$ cat src/rtl/sram_lane_pkg.sv
package sram_lane_pkg;
  parameter int LANES     = 4;
  parameter int LANE_BITS = 8;
  localparam int DATA_W   = LANES * LANE_BITS;

  typedef struct packed {
    logic             devSel;
    logic [LANES-1:0] laneWr;
  } ctrlStrobe_t;
endpackage

$ cat src/rtl/sram_sel_decode.sv
module sram_sel_decode (
  input  logic chipEnN,
  input  logic selHi,
  input  logic selLoN,
  input  logic sleepReq,
  output logic devHit,
  output logic clkRun
);
  // All three selects must agree; sleep stops the clock.
  assign devHit = ~chipEnN & selHi & ~selLoN;
  assign clkRun = ~sleepReq;
endmodule

$ cat src/rtl/sram_lane_ctrl_core.sv
module sram_lane_ctrl_core
  import sram_lane_pkg::*;
(
  input  logic             clk,
  input  logic             rstN,
  input  logic             clkRun,
  input  logic             devHit,
  input  logic             allWriteN,
  input  logic             laneGateN,
  input  logic [LANES-1:0] laneWrN,
  output ctrlStrobe_t      ctrl
);
  logic [LANES-1:0] laneNext;
  logic             wholeWord;
  logic             passLanes;

  assign wholeWord = ~allWriteN;
  assign passLanes = ~laneGateN;

  for (genvar g = 0; g < LANES; g++) begin : g_lane
    assign laneNext[g] = devHit & (wholeWord | (passLanes & ~laneWrN[g]));
  end

  always_ff @(posedge clk or negedge rstN) begin
    if (!rstN) begin
      ctrl <= '0;
    end else if (clkRun) begin
      ctrl.devSel <= devHit;
      ctrl.laneWr <= laneNext;
    end
  end


  global_write_chk: assert property (@(posedge clk) disable iff (!rstN)
    ($past(rstN) && $past(clkRun) && $past(devHit) && !$past(allWriteN)) |-> (&ctrl.laneWr));


  gate_block_chk: assert property (@(posedge clk) disable iff (!rstN)
    ($past(rstN) && $past(clkRun) && $past(allWriteN) && $past(laneGateN)) |-> (ctrl.laneWr == '0));


  sel_reg_chk: assert property (@(posedge clk) disable iff (!rstN)
    ($past(rstN) && $past(clkRun)) |-> (ctrl.devSel == $past(devHit)));


  no_strobe_unsel_chk: assert property (@(posedge clk) disable iff (!rstN)
    (ctrl.laneWr != '0) |-> ctrl.devSel);


  sleep_hold_chk: assert property (@(posedge clk) disable iff (!rstN)
    ($past(rstN) && !$past(clkRun)) |-> $stable(ctrl));
endmodule

$ cat src/rtl/sram_lane_datapath.sv
module sram_lane_datapath
  import sram_lane_pkg::*;
(
  input  logic              clk,
  input  logic              rstN,
  input  logic              clkRun,
  input  ctrlStrobe_t       ctrl,
  input  logic              outEnN,
  input  logic [DATA_W-1:0] wrData,
  input  logic [LANES-1:0]  wrPar,
  input  logic [DATA_W-1:0] rdData,
  input  logic [LANES-1:0]  rdPar,
  output logic [DATA_W-1:0] dataWe,
  output logic [LANES-1:0]  parWe,
  output logic [DATA_W-1:0] wrDataQ,
  output logic [LANES-1:0]  wrParQ,
  output logic [DATA_W-1:0] rdDataQ,
  output logic [LANES-1:0]  rdParQ,
  output logic              driveEn
);
  logic anyWrite;

  for (genvar g = 0; g < LANES; g++) begin : g_mask
    assign dataWe[g*LANE_BITS +: LANE_BITS] = {LANE_BITS{ctrl.laneWr[g]}};
    assign parWe[g] = ctrl.laneWr[g];


    lane_mask_chk: assert property (@(posedge clk) disable iff (!rstN)
      parWe[g] ? (dataWe[g*LANE_BITS +: LANE_BITS] == '1)
               : (dataWe[g*LANE_BITS +: LANE_BITS] == '0));
  end

  assign anyWrite = |ctrl.laneWr;
  assign driveEn  = ~outEnN & ctrl.devSel & ~anyWrite;

  always_ff @(posedge clk or negedge rstN) begin
    if (!rstN) begin
      wrDataQ <= '0;
      wrParQ  <= '0;
      rdDataQ <= '0;
      rdParQ  <= '0;
    end else if (clkRun) begin
      wrDataQ <= wrData;
      wrParQ  <= wrPar;
      rdDataQ <= rdData;
      rdParQ  <= rdPar;
    end
  end


  no_drive_on_write_chk: assert property (@(posedge clk) disable iff (!rstN)
    (dataWe != '0) |-> !driveEn);


  wr_path_chk: assert property (@(posedge clk) disable iff (!rstN)
    ($past(rstN) && $past(clkRun)) |-> (wrDataQ == $past(wrData) && wrParQ == $past(wrPar)));


  rd_path_chk: assert property (@(posedge clk) disable iff (!rstN)
    ($past(rstN) && $past(clkRun)) |-> (rdDataQ == $past(rdData) && rdParQ == $past(rdPar)));


  data_hold_chk: assert property (@(posedge clk) disable iff (!rstN)
    ($past(rstN) && !$past(clkRun)) |-> ($stable(wrDataQ) && $stable(rdDataQ)));
endmodule

$ cat src/rtl/sram_byte_ctrl.sv
module sram_byte_ctrl
  import sram_lane_pkg::*;
(
  input  logic              clk,
  input  logic              rstN,
  input  logic              sleepReq,
  input  logic              chipEnN,
  input  logic              selHi,
  input  logic              selLoN,
  input  logic              allWriteN,
  input  logic              laneGateN,
  input  logic [LANES-1:0]  laneWrN,
  input  logic              outEnN,
  input  logic [DATA_W-1:0] wrData,
  input  logic [LANES-1:0]  wrPar,
  input  logic [DATA_W-1:0] rdData,
  input  logic [LANES-1:0]  rdPar,
  output logic [LANES-1:0]  laneStrobe,
  output logic              devSel,
  output logic [DATA_W-1:0] dataWe,
  output logic [LANES-1:0]  parWe,
  output logic [DATA_W-1:0] wrDataQ,
  output logic [LANES-1:0]  wrParQ,
  output logic [DATA_W-1:0] rdDataQ,
  output logic [LANES-1:0]  rdParQ,
  output logic              driveEn,
  output logic              clkRun
);
  logic        devHit;
  ctrlStrobe_t ctrl;

  sram_sel_decode u_dec (
    .chipEnN (chipEnN),
    .selHi   (selHi),
    .selLoN  (selLoN),
    .sleepReq(sleepReq),
    .devHit  (devHit),
    .clkRun  (clkRun)
  );

  sram_lane_ctrl_core u_ctrl (
    .clk      (clk),
    .rstN     (rstN),
    .clkRun   (clkRun),
    .devHit   (devHit),
    .allWriteN(allWriteN),
    .laneGateN(laneGateN),
    .laneWrN  (laneWrN),
    .ctrl     (ctrl)
  );

  sram_lane_datapath u_dp (
    .clk    (clk),
    .rstN   (rstN),
    .clkRun (clkRun),
    .ctrl   (ctrl),
    .outEnN (outEnN),
    .wrData (wrData),
    .wrPar  (wrPar),
    .rdData (rdData),
    .rdPar  (rdPar),
    .dataWe (dataWe),
    .parWe  (parWe),
    .wrDataQ(wrDataQ),
    .wrParQ (wrParQ),
    .rdDataQ(rdDataQ),
    .rdParQ (rdParQ),
    .driveEn(driveEn)
  );

  assign laneStrobe = ctrl.laneWr;
  assign devSel     = ctrl.devSel;
endmodule

$ cat config.mk
export PLATFORM = sky130hd
export DESIGN_NAME = sram_byte_ctrl
export DESIGN_NICKNAME = d
export VERILOG_FILES = /design/src/rtl/sram_lane_pkg.sv /design/src/rtl/sram_sel_decode.sv /design/src/rtl/sram_lane_ctrl_core.sv /design/src/rtl/sram_lane_datapath.sv /design/src/rtl/sram_byte_ctrl.sv
export SDC_FILE = /design/constraint.sdc
export NUM_CORES = 1
export LEC_CHECK = 0
export ABC_CLOCK_PERIOD_IN_PS = 3300
export CELL_PAD_IN_SITES_DETAIL_PLACEMENT = 1
export CELL_PAD_IN_SITES_GLOBAL_PLACEMENT = 1
export CORE_MARGIN = 2
export CORE_UTILIZATION = 30
export CTS_CLUSTER_SIZE = 16
export DETAILED_ROUTE_END_ITERATION = 12
export GPL_TIMING_DRIVEN = 0
export PLACE_DENSITY_LB_ADDON = 0.12
export SYNTH_ARGS = -nofsm -noshare
export SYNTH_HDL_FRONTEND = slang
export SYNTH_HIERARCHICAL = 1
export SYNTH_SLANG_ARGS = --single-unit
$ cat constraint.sdc
create_clock -name clk -period 3.3 [get_ports clk]
set_input_delay 0.99 -clock clk [delete_from_list [all_inputs] [get_ports clk]]
set_output_delay 0.99 -clock clk [all_outputs]
set_load 0.005 [all_outputs]
=== Word level (Yosys, flattened, before mapping) ===
Cells that the tools add are included.

* Bits in registers: 77
* Bits of input ports: 85
* Output and inout bits: 115

* Bitwise operators: 27
* Reduce and logical (&&, ||, !) cells: 1

{| class="wikitable"
|+ Operators with widths
! cell !! number
|-
| $and 1x1->1 || 12
|-
| $not 1->1 || 11
|-
| $or 1x1->1 || 4
|-
| $reduce_or 4->1 || 1
|}

=== Longest topological paths before layout ===
Gate-level depths: netlist of run 1.

* Depth after elaboration: 4
* Gate-level depth with buffers: 4

=== By module ===
Netlist of run 1, hierarchy kept.

{| class="wikitable"
|+ Modules (own cells, without submodules)
! module !! instances !! cells each !! area an instance (µm²) !! seq. area each (µm²)
|-
| sram_lane_datapath || 1 || 190 || 2,992.9 || 1,801.7
|-
| sram_lane_ctrl_core || 1 || 20 || 210.2 || 125.1
|-
| sram_sel_decode || 1 || 2 || 16.3 || 0.0
|}

=== Least setup slack after synthesis of run 1 ===
No wires, ideal clock.

* Path type: input-to-output
* Start: input port outEnN
* End: output port driveEn
* Arrival time: 1.643 ns
* Setup slack: 0.667 ns
* Stages on the path: 2
* Buffers on the path: 0
* Cells stage by stage: or4b_1 nor3_2

* Longest elaborated chain between the ends: 3

{| class="wikitable"
|+ RTL lines
! item !! RTL line !! RTL
|-
| start, declared || sram_byte_ctrl.sv:13 || <nowiki>input logic outEnN,</nowiki>
|-
| $not 1->1 || sram_lane_datapath.sv:34 || <nowiki>assign driveEn = ~outEnN & ctrl.devSel & ~anyWrite;</nowiki>
|-
| $and 1x1->1 (2 in series) || sram_lane_datapath.sv:34 ||
|-
| end, declared || sram_byte_ctrl.sv:26 || <nowiki>output logic driveEn,</nowiki>
|}

No other way between the ends.

=== Worst setup path after layout of run 1 ===
* Start: input port sleepReq
* End: output port clkRun

* Longest elaborated chain between the ends: 1

{| class="wikitable"
|+ RTL lines
! item !! RTL line !! RTL
|-
| start, declared || sram_byte_ctrl.sv:6 || <nowiki>input logic sleepReq,</nowiki>
|-
| $not 1->1 || sram_sel_decode.sv:11 || <nowiki>assign clkRun = ~sleepReq;</nowiki>
|-
| end, declared || sram_byte_ctrl.sv:27 || <nowiki>output logic clkRun</nowiki>
|}

No other way between the ends.

==> metrics, run 1 <==
synthesized area per cell=15.19 µm²; Worst EP arrival=2.20 ns; most frequent cells in the layout=clkdlybuf4s50_1 (197), dfrtp_1 (77), mux2_2 (66), buf_4 (37), clkbuf_8 (9); Place WS=-0.2669 ns; Final HPWL DP=6.682 mm; Sink Count=77; RePlAce Congestion=0.7017; Worst-path clk slew=0.08 ns; Die X=107.6 µm; Final setup viols=0; largest fanout on the critical path=8; hold endpoint=u_dp/wrDataQ[28]$_DFFE_PN0P_; final-report max-slew violation count=0; R2R setup slack=2.42 ns; Die H=107.6 µm; leakage power=2.366 nW; CTS H-tree depth=3; Tmin final=3.193 ns; non-filler cells, final=564; Worst Path Required=2.31 ns; post-CTS setup buffer count=0; maximum root-to-sink buffer count=2; mapped cell area=3219 µm²; post-placement cell count=548; Setup CP Type=in2out; via/cell ratio=4.215; DIE AREA=11580 µm²; initial drt markers=58; Slew headroom=69.73%; Filler cells=1102; Yosys Warn Count=6; PwrDens=431.0 nW/µm²; Worst setup startpoint=sleepReq; most common library cell in the layout ignoring fill and taps=clkdlybuf4s50_1; Seq cells post-synth=77; DRT Pass-1 Iters=3; first-pass GRT wire length=13.59 mm; final hold vios=0; R2R depth=2; FF+latch area=1927 µm²; Mapped Cells=212; CTS Buf Count=9; Initial Utilization=31.04%; drt drc=0; core area=10370 µm²; Yosys cell types=13; Worst Skew=0 ns; Total GRT Usage=15.13%; share of layout cells above drive strength 1=30.84%; launching point of the worst reg2reg path=u_ctrl/ctrl[1]$_DFFE_PN0P_; largest net degree at the start of global routing=46; Slew @ Worst Pin=0.4541 ns; initial antenna violation count=0; setup ws final=0.1069 ns; sequential share of the synthesized area=59.85%; Tightest Hold Check Type=reg2reg; CTS Hold Bufs=0; CP Launch Type=primary input; number of max-cap violations=0; part of the cycle the worst path needs=96.76%; TritonCTS clock tree=done; vias in the first global route=2597; Worst setup EP type=output pin; hold path cells=1; WL per Instance=15.29 µm; WL final=8.624 mm; reg-to-reg endpoint=u_ctrl/ctrl[1]$_DFFE_PN0P_; area of the multi-input gates=909.6 µm²; Clock Tree Root=clkbuf_8; Peak VDD IR=0.2091 mV; Clk Latency, worst-skew pair=0.33 ns; grt ovf=0; DR vias=2377; unrepaired setup endpoints after global routing=false; port bufs=199; status=finished, final reports clean; Final nets=508; HP Start=u_dp/wrDataQ[28]$_DFFE_PN0P_; Ant. Diodes=0; Detail Route Antenna Nets=0; row count=37; net count after synthesis=297; Max Clk Rate=313.2 MHz; P&R area growth vs syn=74.82%; Boundary Pins=200
## how the worst max path moves through the flow
stage / endpoint / slack, ns / cells after the start
final: clkRun / 0.11 / 3
after global placement: u_dp/wrDataQ[31]$_DFFE_PN0P_ / -1.60 / 1
after CTS: driveEn / 0.004 / 4
after detailed placement: driveEn / -0.27 / 4
after floorplan: driveEn / 0.67 / 2
after global routing: clkRun / 0.05 / 3
## registers in the layout, indices dropped and copies added (netlist names)
name          cells
u_dp/rdDataQ     32
u_dp/wrParQ       4
u_dp/rdParQ       4
u_ctrl/ctrl       5
u_dp/wrDataQ     32
## final cells by class
type,count,area share (%)
Timing Repair Buffer,200,35.75
Sequential cell,77,34.24
Multi-Input combinational cell,85,16.16
Buffer,44,6.403
Tap cell,136,3.024
Clock buffer,9,2.201
Clock inverter,7,1.823
Inverter,6,0.4002
## power by group
group / total [mW] / internal, mW / switching [mW]
Sequential: 1.08 / 1.03 / 0.0509
Combinational: 0.530 / 0.384 / 0.145
Clock: 0.811 / 0.438 / 0.373
## per-stage QoR
stage	cell area [µm²]	total power [mW]	util [%]	setup TNS (ns)	hold WS (ns)
5_1_grt	5628	2.563	54.27	0	0.5122
2_1_floorplan	3219	1.259	-	0	0.4828
6_report	5628	2.426	54.27	0	0.4924
3_5_place_dp	5406	1.645	52.14	-0.2669	0.4755
4_1_cts	5632	2.471	54.31	0	0.4960
3_3_place_gp	5381	1.628	51.89	-122.96	0.4689
## Yosys cell counts (all sizes together)
cell | number | area share, %
dfrtp | 77 | 60
mux2 | 72 | 25
buf | 44 | 11
inv | 6 | 0.70
o21a | 4 | 0.93
o22ai | 4 | 0.78
nand2 | 1 | 0.19
nor3 | 1 | 0.31
nor3b | 1 | 0.39
o21ai | 1 | 0.16
or4b | 1 | 0.31
## logic make-up (layout without fill, tap and decap cells)
family                 after synthesis  in the layout  share of synthesized area [%]
AO/OA/AOI/OAI                        9              9                          1.865
multiplexers                        72             72                          25.18
AND/OR/NAND/NOR                      4              4                          1.205
flip-flops                          77             77                          59.85
buffers and inverters               50            266                          11.89
## critical path: stages
cell and delay, ns:
clkdlybuf4s50_1 0.40, inv_1 0.23, clkdlybuf4s50_1 0.58
## timing repair
action | 4_1_cts | 5_1_grt
gates cloned | 0 | 0
resized for setup | 1 | 2
pin swaps | 0 | 0
endpoints found under the setup margin | 1 | 1
## routing by layer
metal / vias up / wire (µm) / GRT usage, %
met4: 0 / 70 / 3.846
met5: - / 0 / 0
met3: 8 / 970 / 7.264
li1: 1119 / - / -
met2: 109 / 4249 / 24.84
met1: 1141 / 3332 / 17.78
Power figures use the tool's default switching activity.
==> run 2, diff against run 1 <==
Settings changed: ABC_CLOCK_PERIOD_IN_PS 3300 to 3350, CORE_UTILIZATION 30 to 28.
Clock period 3.3 ns to 3.35 ns, I/O delays scaled along.
==> metrics, run 2 (same netlist as run 1, synthesis figures left out) <==
DIE AREA=12370 µm²; Seq pwr share=40.8%; leakage power=2.401 nW; P&R area growth vs syn=77.85%; final-report max-slew violation count=0; Ant. Diodes=0; CP Launch Type=primary input; first-pass GRT wire length=14.57 mm; finished layout cell area=5725 µm²; status=finished, final reports clean; end of the critical path=clkRun; Worst setup startpoint=sleepReq; Die X=111.2 µm; largest net degree at the start of global routing=61; Switching Share=22.04%; Detail Route Antenna Nets=0; Slew @ Worst Pin=0.4102 ns; part of the cycle the worst path needs=96.75%; Total GRT Usage=15.24%; Die H=111.2 µm; number of max-cap violations=0; initial antenna violation count=0; vias in the first global route=2719; Final HPWL DP=6.932 mm; initial drt markers=72; Filler cells=1187; Worst Skew=0 ns; Boundary Pins=200; Final setup viols=0; row count=39; R2R depth=2; Final nets=508; WL final=9.020 mm; Place WS=-0.2251 ns; unrepaired setup endpoints after global routing=false; Initial Utilization=28.44%; setup ws final=0.1089 ns; NetSw=0.5788 mW; R2R setup slack=2.45 ns; Largest regs=u_dp/rdDataQ x32, u_dp/wrDataQ x32, u_ctrl/ctrl x5; core area=11320 µm²; Layout Utilization=50.57%; Max Clk Rate=308.5 MHz; Worst Path Required=2.34 ns; area post-placement=5415 µm²; largest fanout on the critical path=8; Clock Tree Root=clkbuf_16; TritonCTS clock tree=done; Hold WS=0.4872 ns; maximum root-to-sink buffer count=2; most common library cell in the layout ignoring fill and taps=clkdlybuf4s50_1; CTS Buf Count=9; Clock power frac=39.2%; post-CTS setup buffer count=0; Tightest Hold Check Type=reg2reg; Sink Count=77; Post-Route Setup TNS=0 ns; share of layout cells above drive strength 1=30.84%; DR vias=2429; Slew headroom=72.66%; Comb power frac=20.0%; final hold vios=0; via/cell ratio=4.254; Clk Latency, worst-skew pair=0.33 ns; Worst-path clk slew=0.06 ns; launching point of the worst reg2reg path=u_ctrl/ctrl[1]$_DFFE_PN0P_; reg-to-reg endpoint=u_ctrl/ctrl[1]$_DFFE_PN0P_; CTS H-tree depth=3; drt drc=0; Tmin final=3.241 ns; DRT Pass-1 Iters=3; RePlAce Congestion=0.7049; most frequent cells in the layout=clkdlybuf4s50_1 (197), dfrtp_1 (77), mux2_2 (66), buf_4 (37), clkbuf_16 (9); PwrDens=458.6 nW/µm²; grt ovf=0; Setup CP Type=in2out; Worst EP arrival=2.24 ns; WL per Instance=15.80 µm; Peak VDD IR=0.3539 mV; internal power=2.047 mW; Worst setup EP type=output pin; port bufs=199; CTS Hold Bufs=0
-- run 2: changes by cell type in the layout (fill, tap and decap cells not counted) --
cell,previous run,this run
clkinvlp_4,0,2
clkbuf_8,9,0
clkbuf_16,0,9
clkinv_2,1,3
inv_6,3,0
inv_8,1,0
-- run 2: worst min path at each step --
| stage | slack (ns) | cells after the start | start | to |
|---|---|---|---|---|
| after floorplan | 0.48 | 1 | u_dp/wrDataQ[26]$_DFFE_PN0P_ | u_dp/wrDataQ[26]$_DFFE_PN0P_ |
| after global placement | 0.47 | 1 | u_dp/wrParQ[3]$_DFFE_PN0P_ | u_dp/wrParQ[3]$_DFFE_PN0P_ |
| after detailed placement | 0.48 | 1 | u_dp/wrParQ[3]$_DFFE_PN0P_ | u_dp/wrParQ[3]$_DFFE_PN0P_ |
| after CTS | 0.49 | 1 | u_dp/wrDataQ[29]$_DFFE_PN0P_ | u_dp/wrDataQ[29]$_DFFE_PN0P_ |
| after global routing | 0.52 | 1 | u_dp/rdDataQ[25]$_DFFE_PN0P_ | u_dp/rdDataQ[25]$_DFFE_PN0P_ |
| final | 0.49 | 1 | u_dp/wrDataQ[29]$_DFFE_PN0P_ | u_dp/wrDataQ[29]$_DFFE_PN0P_ |
-- run 2: power by group through the flow --
stage                     sequential [mW]  clock [mW]  combinational, mW
after floorplan                      1.09           0              0.149
after CTS                            1.07        1.06              0.539
after global routing                 1.09        1.10              0.567
after global placement               1.08           0              0.522
after detailed placement             1.09           0              0.536
final                                1.07        1.03              0.526
-- run 2: what timing repair did --
item	in CTS	in global routing
setup endpoints to repair	1	1
resized for setup	1	2
cloned	0	0
-- run 2: through the flow --
stage / total power, mW / instances
6_report: 2.626 / 571
2_1_floorplan: 1.240 / 212
4_1_cts: 2.677 / 571
3_3_place_gp: 1.605 / 554
3_5_place_dp: 1.626 / 555
5_1_grt: 2.750 / 571
-- run 2: cell type report --
type / count / area (µm²) / area share, %
Inverter: 6 / 22.52 / 0.3934
Clock buffer: 9 / 225.2 / 3.934
Tap cell: 143 / 178.9 / 3.125
Multi-Input combinational cell: 85 / 909.6 / 15.89
Buffer: 44 / 360.3 / 6.294
Clock inverter: 7 / 90.09 / 1.573
Sequential cell: 77 / 1927 / 33.65
Timing Repair Buffer: 200 / 2012 / 35.14
-- run 2: routing by layer --
layer | share of wire (%) | track usage, %
met1 | 38 | 16.75
met5 | 0 | 0
met3 | 9.8 | 6.288
met2 | 50 | 25.73
met4 | 1.9 | 6.914
-- run 2: worst max-delay path, cell delays in order --
cell	delay [ns]
clkdlybuf4s50_1	0.41
inv_1	0.25
clkdlybuf4s50_1	0.57
==> run 3, diff against run 2 <==
Settings changed: PLACE_DENSITY set to 0.93, PLACE_DENSITY_LB_ADDON 0.12 to not set.
==> metrics, run 3 (same netlist as run 1, synthesis figures left out) <==
status=finished, final reports clean; Slew @ Worst Pin=0.4584 ns; Clk Latency, worst-skew pair=0.32 ns; Die X=111.2 µm; Worst EP arrival=2.27 ns; maximum root-to-sink buffer count=2; core area=11320 µm²; unrepaired setup endpoints after global routing=false; Final nets=508; Comb power frac=21.0%; launching point of the worst reg2reg path=u_ctrl/ctrl[0]$_DFFE_PN0P_; PwrDens=439.9 nW/µm²; part of the cycle the worst path needs=97.71%; DR vias=2415; Sink Count=77; Max Clk Rate=305.5 MHz; WL final=9.128 mm; Tot Pwr=2.499 mW; Setup CP Type=in2out; via/cell ratio=4.237; Ant. Diodes=0; most common library cell in the layout ignoring fill and taps=clkdlybuf4s50_1; hold path cells=1; CP Launch Type=primary input; initial drt markers=59; Clock power frac=36.0%; initial antenna violation count=0; non-filler cells, final=570; Peak VDD IR=0.2116 mV; RePlAce Congestion=0.7526; largest fanout on the critical path=1; met3 Usage GRT=5.960%; R2R setup slack=2.46 ns; first-pass GRT wire length=14.68 mm; Slew headroom=69.44%; Worst Skew=0 ns; CTS H-tree depth=3; Seq pwr share=43.0%; Worst-path clk slew=0.06 ns; R2R depth=2; reg-to-reg endpoint=u_ctrl/ctrl[0]$_DFFE_PN0P_; row count=39; Place WS=-0.2870 ns; Final setup viols=0; Clock Tree Root=clkbuf_16; post-placement cell count=555; Largest regs=u_dp/rdDataQ x32, u_dp/wrDataQ x32, u_ctrl/ctrl x5; Die H=111.2 µm; drt drc=0; Tightest Hold Check Type=reg2reg; leakage power=2.381 nW; port bufs=199; most frequent cells in the layout=clkdlybuf4s50_1 (197), dfrtp_1 (77), mux2_2 (66), buf_4 (37), clkbuf_16 (9); hold endpoint=u_dp/wrDataQ[31]$_DFFE_PN0P_; Switching Share=21.73%; Initial Utilization=28.44%; NetSw=0.5432 mW; internal power=1.956 mW; P&R area growth vs syn=76.49%; final-report max-slew violation count=0; vias in the first global route=2782; CTS Buf Count=9; WL per Instance=16.01 µm; Boundary Pins=200; TritonCTS clock tree=done; HP Start=u_dp/wrDataQ[31]$_DFFE_PN0P_; setup ws final=0.07671 ns; Hold WS=0.4837 ns; gr busiest metal=met2; DIE AREA=12370 µm²; met2 Resource Use GR=26.38%; Total GRT Usage=15.18%; Final HPWL DP=7.258 mm; Worst setup EP type=output pin; grt ovf=0; Tmin final=3.273 ns; largest net degree at the start of global routing=45; final hold vios=0; DRT Pass-1 Iters=3; share of layout cells above drive strength 1=30.21%; met1 usage=16.23%; number of max-cap violations=0; Detail Route Antenna Nets=0; Worst Path Required=2.34 ns
run 3: changes by cell type in the layout (fill, tap and decap cells not counted), sizes merged:
cell      before  now
bufinv         2    0
clkbuf        10   14
buf           46   47
clkinv         3    1
clkinvlp       2    0
run 3: cell type report:
cell class                      count  area, µm²
Multi-Input combinational cell     85      909.6
Clock buffer                       14      274.0
Inverter                            6      22.52
Fill cell                        1175       5639
Buffer                             44      360.3
Clock inverter                      1      5.005
Timing Repair Buffer              200       2004
Sequential cell                    77       1927
Tap cell                          143      178.9
run 3: metal layers:
metal  part of all wire (%)  wire length (µm)  up-vias
met5                      0                 0        -
li1                       -                 -     1111
met2                     51              4645      129
met1                     37              3378     1160
met4                    2.3               209        0
met3                    9.8               895       15
run 3: per-stage QoR:
step	area [µm²]	TNS [ns]	utilization [%]
global route	5682	0	50.19
detailed placement	5408	-0.2870	47.77
floorplan	3219	0	-
finish	5682	0	50.19
CTS	5682	0	50.19
global placement	5390	-100.35	47.61
run 3: worst max-delay path by stage:
stage,depth (start not counted),slack [ns],from,end
detailed placement,4,-0.29,outEnN,driveEn
floorplan,2,0.69,outEnN,driveEn
global placement,1,-1.30,rstN,u_dp/rdDataQ[13]$_DFFE_PN0P_
global route,4,0.02,outEnN,driveEn
finish,4,0.08,outEnN,driveEn
CTS,4,0.05,outEnN,driveEn
run 3: repair_timing:
item | in CTS | in global routing
resized for setup | 4 | 0
hold buffers | 0 | 0
endpoints found under the setup margin | 1 | 0
setup buffers | 0 | 0
run 3: power groups by stage:
stage | logic [mW] | registers (mW) | clock network, mW
after CTS | 0.537 | 1.08 | 0.943
final | 0.526 | 1.07 | 0.900
after floorplan | 0.149 | 1.09 | 0
after global placement | 0.515 | 1.08 | 0
after detailed placement | 0.534 | 1.09 | 0
after global routing | 0.563 | 1.09 | 0.969
run 3: critical path, cell delays in order:
cell	delay (ns)
clkdlybuf4s50_1	0.39
or4b_1	0.54
nor3_2	0.19
buf_2	0.14
